===== config.mk =====
export PLATFORM = sky130hd
export DESIGN_NAME = bal_scan_sched
export DESIGN_NICKNAME = d
export VERILOG_FILES = /design/src/rtl/bsch_pkg.sv /design/src/rtl/bsch_ratio.sv /design/src/rtl/bsch_settle.sv /design/src/rtl/bal_scan_sched.sv
export SDC_FILE = /design/constraint.sdc
export NUM_CORES = 1
export LEC_CHECK = 0
export BUFFER_PORTS_ARGS = -buffer_cell sky130_fd_sc_hd__buf_4
export CORE_MARGIN = 1.5
export CORE_UTILIZATION = 47
export CTS_CLUSTER_DIAMETER = 100
export CTS_CLUSTER_SIZE = 12
export DETAILED_ROUTE_END_ITERATION = 7
export GPL_TIMING_DRIVEN = 0
export PLACE_DENSITY_LB_ADDON = 0.08
export SLEW_MARGIN = 20
export SYNTH_ARGS = -nofsm -noshare
export SYNTH_HDL_FRONTEND = slang
export SYNTH_HIERARCHICAL = 1
export SYNTH_SLANG_ARGS = --single-unit
export TNS_END_PERCENT = 100

===== constraint.sdc =====
create_clock -name clk -period 3.5 [get_ports clk]
set_input_delay 0.7 -clock clk [delete_from_list [all_inputs] [get_ports clk]]
set_output_delay 0.7 -clock clk [all_outputs]
set_load 0.02 [all_outputs]

===== src/rtl/bsch_pkg.sv =====
package bsch_pkg;
  localparam int unsigned DCODE_W = 3;

  // settling delay in slot ticks for a delay code
  function automatic int unsigned settle_ticks(input logic [DCODE_W-1:0] code,
                                               input int unsigned ms_ticks);
    if (code == '0) return 0;
    return (32'd1 << (code - 1'b1)) * ms_ticks;
  endfunction
endpackage


===== src/rtl/bsch_ratio.sv =====
module bsch_ratio #(
  parameter int unsigned RATIO_BITS = 2,
  localparam int unsigned CNT_W = 1 << RATIO_BITS
) (
  input  logic [CNT_W-1:0]      cnt,
  input  logic [RATIO_BITS-1:0] skip,
  output logic [CNT_W-1:0]      cnt_nxt,
  output logic                  hit_nxt
);
  logic [CNT_W-1:0] mask;

  always_comb begin
    mask    = CNT_W'((32'd2 << skip) - 32'd1);
    cnt_nxt = (cnt + CNT_W'(1)) & mask;
    hit_nxt = (cnt_nxt == mask);
  end
endmodule


===== src/rtl/bsch_settle.sv =====
module bsch_settle
  import bsch_pkg::*;
#(
  parameter int unsigned MS_TICKS = 1,
  localparam int unsigned DW = $clog2(64 * MS_TICKS + 1)
) (
  input  logic               clk,
  input  logic               rst,
  input  logic               tick,
  input  logic               load,
  input  logic [DCODE_W-1:0] code,
  output logic               busy
);
  logic [DW-1:0] cnt;

  always_ff @(posedge clk) begin
    if (rst)                     cnt <= '0;
    else if (load)               cnt <= DW'(settle_ticks(code, MS_TICKS));
    else if (tick && cnt != '0)  cnt <= cnt - DW'(1);
  end

  assign busy = (cnt != '0);

  AST_SETTLE_COUNTDOWN: assert property (@(posedge clk) disable iff (rst)
    (tick && !load && busy) |=> (cnt == $past(cnt) - DW'(1)));
endmodule


===== src/rtl/bal_scan_sched.sv =====
module bal_scan_sched
  import bsch_pkg::*;
#(
  parameter int unsigned SLOTS      = 4,
  parameter int unsigned RATIO_BITS = 2,
  parameter int unsigned MS_TICKS   = 1
) (
  input  logic                  clk,
  input  logic                  rst,
  input  logic                  slot_tick,
  input  logic                  bal_req,
  input  logic [RATIO_BITS-1:0] skip_sel,
  input  logic [DCODE_W-1:0]    dly_code,
  input  logic                  abort,
  output logic [SLOTS-1:0]      meas_slot,
  output logic                  bal_sw_en,
  output logic                  scan_act,
  output logic                  last_slot
);
  localparam int unsigned SLOT_W = (SLOTS > 1) ? $clog2(SLOTS) : 1;
  localparam int unsigned CNT_W  = 1 << RATIO_BITS;
  localparam logic [SLOT_W-1:0] LAST     = SLOT_W'(SLOTS - 1);
  localparam logic [SLOT_W-1:0] PRE_LAST = SLOT_W'(SLOTS - 2);

  logic [SLOT_W-1:0]     slot;
  logic                  cur_act, next_act;
  logic                  bal_on, plan_bal, lock;
  logic [CNT_W-1:0]      cnt, plan_cnt, cnt_inc;
  logic [RATIO_BITS-1:0] skip_q;
  logic                  hit;
  logic                  settle_busy, run, at_end, enter_last, bal_nx, start, load;

  bsch_ratio #(.RATIO_BITS(RATIO_BITS)) u_ratio (
    .cnt(cnt), .skip(skip_q), .cnt_nxt(cnt_inc), .hit_nxt(hit)
  );

  bsch_settle #(.MS_TICKS(MS_TICKS)) u_settle (
    .clk(clk), .rst(rst), .tick(slot_tick), .load(load),
    .code(dly_code), .busy(settle_busy)
  );

  always_comb begin
    run        = !settle_busy;
    at_end     = slot_tick && run && (slot == LAST);
    enter_last = slot_tick && run && (slot == PRE_LAST);
    bal_nx     = bal_req && !lock;
    start      = bal_nx && !bal_on;
    load       = at_end && !cur_act && (next_act || abort);
  end

  // slot position
  always_ff @(posedge clk) begin
    if (rst)                slot <= '0;
    else if (slot_tick && run) slot <= (slot == LAST) ? '0 : slot + SLOT_W'(1);
  end

  // restart block after an alert
  always_ff @(posedge clk) begin
    if (rst)           lock <= 1'b0;
    else if (abort)    lock <= 1'b1;
    else if (!bal_req) lock <= 1'b0;
  end

  // plan for the next scan, fixed as the current scan enters its final slot
  always_ff @(posedge clk) begin
    if (rst) begin
      plan_bal <= 1'b0;
      plan_cnt <= '0;
      next_act <= 1'b1;
      skip_q   <= '0;
    end else if (enter_last) begin
      plan_bal <= bal_nx && !abort;
      if (start) begin
        plan_cnt <= '0;
        skip_q   <= skip_sel;
        next_act <= abort;
      end else if (bal_nx) begin
        plan_cnt <= cnt_inc;
        next_act <= hit || abort;
      end else begin
        next_act <= 1'b1;
      end
    end else if (abort) begin
      plan_bal <= 1'b0;
      next_act <= 1'b1;
    end
  end

  // scan boundary: commit the plan
  always_ff @(posedge clk) begin
    if (rst) begin
      bal_on  <= 1'b0;
      cnt     <= '0;
      cur_act <= 1'b1;
    end else if (at_end) begin
      bal_on  <= plan_bal && !abort;
      cnt     <= plan_cnt;
      cur_act <= next_act || abort;
    end else if (abort) begin
      bal_on  <= 1'b0;
    end
  end

  // outputs decoded from registers only
  for (genvar gi = 0; gi < SLOTS; gi++) begin : g_meas
    assign meas_slot[gi] = run && cur_act && (slot == SLOT_W'(gi));
  end

  assign scan_act  = run && cur_act;
  assign last_slot = run && (slot == LAST);
  assign bal_sw_en = run && bal_on && !cur_act && !((slot == LAST) && next_act);

  AST_SW_EXCL_MEAS: assert property (@(posedge clk) disable iff (rst)
    !(bal_sw_en && (|meas_slot)));
  AST_MEAS_ONEHOT: assert property (@(posedge clk) disable iff (rst)
    $onehot0(meas_slot));
  AST_ABORT_SW_OFF: assert property (@(posedge clk) disable iff (rst)
    abort |=> !bal_sw_en);
  AST_SETTLE_THEN_ACTIVE: assert property (@(posedge clk) disable iff (rst)
    $fell(settle_busy) |-> scan_act);
  AST_NORMAL_ALL_ACTIVE: assert property (@(posedge clk) disable iff (rst)
    (at_end && !bal_on && !plan_bal) |=> (scan_act || settle_busy));
endmodule


Word level (Yosys, flattened, before mapping)
Cells that the tools add are included.
Widths: inputs -> output; s select.
{"block": "op_classes", "n_addsub": 5, "bitwise_logic": 1, "shifts": 2, "n_eq_ne": 5, "muxes": 18, "n_reduce_logical": 37}
{"operator": "$mux 7", "count": 3}
{"operator": "$logic_and 1x1->1", "count": 20}
{"operator": "$mux 1", "count": 12}
{"operator": "$mux 4", "count": 2}
{"operator": "$reduce_bool 2->1", "count": 4}
{"operator": "$reduce_bool 7->1", "count": 1}
{"operator": "$shl 1x3->7 const A", "count": 1}
{"operator": "$sub 7x1->7 const B", "count": 1}
{"operator": "$logic_not 1->1", "count": 6}
{"operator": "$add 4x1->4 const B", "count": 1}
{"operator": "$and 4x4->4", "count": 1}
{"operator": "$eq 2x2->1 const B", "count": 2}
{"operator": "$eq 4x4->1", "count": 1}
{"operator": "$reduce_and 2->1", "count": 2}
{"operator": "$shl 2x2->4 const A", "count": 1}
{"operator": "$sub 4x1->4 const B", "count": 1}
{"operator": "$logic_not 3->1", "count": 1}
{"operator": "$sub 3x1->3 const B", "count": 1}
{"operator": "$add 2x1->2 const B", "count": 1}
{"operator": "$eq 2x1->1 const B", "count": 1}
{"operator": "$logic_not 2->1", "count": 1}
{"operator": "$logic_or 1x1->1", "count": 2}
{"operator": "$mux 2", "count": 1}
{"operator": "$ne 2x1->1 const B", "count": 1}
{"block": "word_totals", "inputBits": 10, "elab_cells": 78, "out_inout_bits": 7, "regBits": 24}

Logic depth before layout (Yosys ltp)
{"block": "depth", "depth_word": 10, "ltp_mapped": 12, "ltp_nobuf": 10}

By module
Netlist, hierarchy kept.
{"module": "bal_scan_sched", "instances": 1, "cells_each": 92, "seq_area_each_um2": 340.3, "area_each_um2": 842.1}
{"module": "bsch_settle", "instances": 1, "cells_each": 56, "seq_area_each_um2": 140.1, "area_each_um2": 476.7}
{"module": "bsch_ratio", "instances": 1, "cells_each": 13, "seq_area_each_um2": 0.0, "area_each_um2": 98.8}

Least setup slack after synthesis
OpenSTA, ideal clock, no wires.
{"block": "synth_path", "path_kind": "flip-flop to output port", "startpoint": "register u_settle.cnt[0]", "endpoint": "output bal_sw_en", "t_required_ns": 2.800, "setup_slack_ns": 0.612, "arrival_ns": 2.188, "path_buffers": 0, "stages_incl_launch_ff": 6, "path_cell_list": "dfxtp_1 > inv_1 > ha_1 > nor4b_1 > nand2_1 > a2111oi_0"}
{"block": "synth_via", "elab_chain_len": 5}
{"element": "from (decl)", "line_no": "bsch_settle.sv:14", "rtl": "logic [DW-1:0] cnt;"}
{"element": "from (signal assigned)", "line_no": "bsch_settle.sv:18", "rtl": "else if (load) cnt <= DW'(settle_ticks(code, MS_TICKS));"}
{"element": "from (signal assigned)", "line_no": "bsch_settle.sv:19", "rtl": "else if (tick && cnt != '0) cnt <= cnt - DW'(1);"}
{"element": "$reduce_bool 7->1", "line_no": "bsch_settle.sv:22", "rtl": "assign busy = (cnt != '0);"}
{"element": "named net settle_busy", "line_no": "bal_scan_sched.sv:31", "rtl": "logic settle_busy, run, at_end, enter_last, bal_nx, start, load;"}
{"element": "$logic_not 1->1", "line_no": "bal_scan_sched.sv:43", "rtl": "run = !settle_busy;"}
{"element": "$logic_and 1x1->1 (3 in a row)", "line_no": "bal_scan_sched.sv:111", "rtl": "assign bal_sw_en = run && bal_on && !cur_act && !((slot == LAST) && next_act);"}
{"element": "to (decl)", "line_no": "bal_scan_sched.sv:16", "rtl": "output logic bal_sw_en,"}
The timed path passes the listed nets, and every way through them passes these cells.

Worst setup path in the final report
{"block": "layout_path", "startpoint": "register u_settle.cnt[0]", "endpoint": "register u_settle.cnt[1]"}
{"block": "layout_via", "elab_chain_len": 7, "word_cells_on_any_way": 11, "classes_between": "add/sub: 1; mux: 2; reduce/logical: 8"}
{"element": "$reduce_bool 7->1 *", "line_no": "bsch_settle.sv:22"}
{"element": "named net settle_busy", "line_no": "bal_scan_sched.sv:31"}
{"element": "$logic_not 1->1 *", "line_no": "bal_scan_sched.sv:43"}
{"element": "$logic_and 1x1->1 * (2 in a row)", "line_no": "bal_scan_sched.sv:44", "rtl": "at_end = slot_tick && run && (slot == LAST);"}
{"element": "$logic_and 1x1->1 * (2 in a row)", "line_no": "bal_scan_sched.sv:48", "rtl": "load = at_end && !cur_act && (next_act || abort);"}
{"element": "named net load", "line_no": "bal_scan_sched.sv:31"}
{"element": "$mux 7 or $reduce_bool 2->1 (tied branches)"}
The timed path passes the listed nets; every way through them passes the cells marked *. The select of a mux whose other input is x is not followed.
A chain may end at the register's enable or synchronous reset.

==> results.cfg <==
[finish]
drive_above_1_share = 0.156
multi_input_area_um2 = 868
nNetsFinal = 199
register_area_um2 = 480
n_antenna_cell = 0
final_cell_area_um2 = 1620
fillers = 261
syn_to_final_growth_pct = 14.4

[logic_synthesis]
synth_warnings = 6
synth_edf_count = 0
syn_avg_cell_area_um2 = 8.81
synth_cell_types = 43
syn_inst = 161
synthTopCellsByArea = dfxtp_1 (34%), mux2i_1 (7.8%), ha_1 (7.1%)
async_flop_share = 0
synth_top_cell_area_share = 0.339
synth_ff_type = dfxtp_1
synth-seq-cells = 24
syn_area_um2 = 1420
yosys-top-cells-count = dfxtp_1 (24), nor2_1 (14), mux2i_1 (11)
yosysMostFrequentCell = dfxtp_1
ys_seq_area_frac = 0.339
synth_nets = 179
yosysTopAreaCell = dfxtp_1

[clocking]
post_cts_resized = 0
path_clk_slew_ns = 0.15
cts_tree = done
cts_buffers = 3
ctsHoldBuffers = 0
cts_sinks = 24
htree_levels = 1
clkLatencyLatePin_ns = 0.32
cts-root-buf = clkbuf_4
post_cts_buffers = 0
cts_buffer_depth = 2

[placed_design]
place_area_um2 = 1570
io_buffers = 15
dp_hpwl_um = 2140
dp_worst_setup_slack_ns = 0.528
gp_congestion = 0.763

[timing]
fmax_mhz = 327
drv_slew = 0
fin_worst_skew_ns = 0.0215
rsz0062_at_grt = false
setup_tns_ns = 0
period_needed_ns = 3.06
finalHoldViolCount = 0
worst_pin_slew_ns = 0.464
finalCritPeriodShare = 0.873
slew_headroom = 0.691
setup_slack_ns = 0.443
finalSetupViolations = 0

[outcome]
status = finished, final reports clean

[power_and_ir_drop]
comb_power_share = 0.509
peakVddDrop_mv = 0.645
clkPwrFrac = 0.170
seqPwrFrac = 0.321
power.density_nw_per_um2 = 722
p_total_uw = 1170
p_sw_uw = 444
p_int_uw = 728
p_leak_uw = 0.000700
p_sw_frac = 0.379

[hold_path]
holdCritPathClass = reg -> reg
hold_path_startpoint = plan_cnt[0]

[global_route]
grt_first_pass_wirelength_um = 4800
grt_pass1_vias = 1092
antenna_found_initial = 0
grt_use_total = 0.183
grt_max_degree = 15
grt-ovfl-total = 0

[setup_path]
crit_arrival_ns = 3.31
path_class = reg -> reg
critPathMaxFanout = 10
worstPathRequired_ns = 3.75
crit_path_end_kind = flip-flop
worstSetupStartpointType = flip-flop
reg2reg_from = u_settle/cnt[0]
startpoint = u_settle/cnt[0]

[routing]
vias_per_cell = 5.48
vias = 1157
firstDrtPassIters = 4
drtIter0Drc = 48
routedWlPerCell_um = 13.2
drc = 0
drtAntennaViolNets = 0
routed_wl_um = 2780

[die]
die_w_um = 57.9
start_util = 0.505
coreArea_um2 = 2810
dieArea_um2 = 3350
ioPinCount = 17
num_rows = 19
die-height_um = 57.9

[job]
cap_violations = 0
==> routing by layer <==
metal,global-route usage,share of wire,up-vias
li1,-,-,601
met1,0.236,0.47,537
met2,0.307,0.49,15
met3,0.0513,0.029,4
met4,0.0399,0.014,0
met5,0,0,-
==> cell families after synthesis <==
| logic type | count (synthesis) | share of synthesized area |
|---|---|---|
| AND/OR/NAND/NOR | 68 | 0.286 |
| AO/OA/AOI/OAI | 28 | 0.141 |
| flip-flops | 24 | 0.339 |
| buffers and inverters | 16 | 0.0485 |
| multiplexers | 11 | 0.0777 |
| adder cells (fa/ha/maj) | 8 | 0.0706 |
| XOR/XNOR | 6 | 0.0371 |
==> power by group through the flow <==
stage                     Sequential, uW  Combinational (uW)  Clock (uW)
final                                376                 596         199
after global routing                 382                 655         216
after CTS                            376                 600         208
after detailed placement             381                 596           0
after global placement               378                 585           0
after floorplan                      368                 456           0
==> registers in the layout, summed over array words and instances (netlist names) <==
name	flops
plan_cnt	4
bal_on	1
cnt	4
u_settle/cnt	7
cur_act	1
next_act	1
lock	1
skip_q	2
plan_bal	1
slot	2
==> path summary, 6_finish.rpt <==
path                          end  slack (ns)  depth (start not counted)
setup / recovery  u_settle/cnt[1]        0.44                         11
hold / removal        plan_cnt[0]        0.48                          2
setup reg to reg  u_settle/cnt[1]        0.44                         11
hold reg to reg       plan_cnt[0]        0.48                          2
==> cell type report <==
cell class | count | area share
multi-input cells | 121 | 0.535
flip-flops and latches | 24 | 0.296
repair buffers | 15 | 0.0694
plain buffers | 8 | 0.0239
well taps | 31 | 0.0239
clock inverters | 1 | 0.0185
inverters | 8 | 0.0185
clock buffers | 3 | 0.0139
==> worst max-delay path, cell delays in order (launching register included) <==
cell      delay [ns]
dfxtp_1         0.35
inv_1           0.11
ha_1            0.19
nor4b_1         0.35
nand2_1         0.25
nand3b_1        0.21
buf_2           0.19
nor3_1          0.38
clkbuf_1        0.41
nand2_1         0.10
nor3_1          0.26
a22o_1          0.20
==> stage by stage <==
stage	hold slack, ns	std cells	util
after detailed placement	0.465	207	0.559
after CTS	0.484	211	0.578
after global routing	0.499	211	0.578
after floorplan	0.449	161	-
after global placement	0.458	207	0.559
final	0.484	211	0.578
==> layout by cell type, fill, tap and decap left out, types with 6 or more instances in the layout <==
| master | synthesis | routed |
|---|---|---|
| a21oi_1 | 8 | 8 |
| and2_1 | 6 | 6 |
| buf_4 | 0 | 15 |
| clkbuf_1 | 6 | 6 |
| dfxtp_1 | 24 | 24 |
| ha_1 | 8 | 8 |
| inv_1 | 8 | 8 |
| mux2i_1 | 11 | 11 |
| nand2_1 | 8 | 8 |
| nor2_1 | 14 | 14 |
| nor3_1 | 6 | 6 |
No activity file was read; power rests on OpenSTA's default activity.
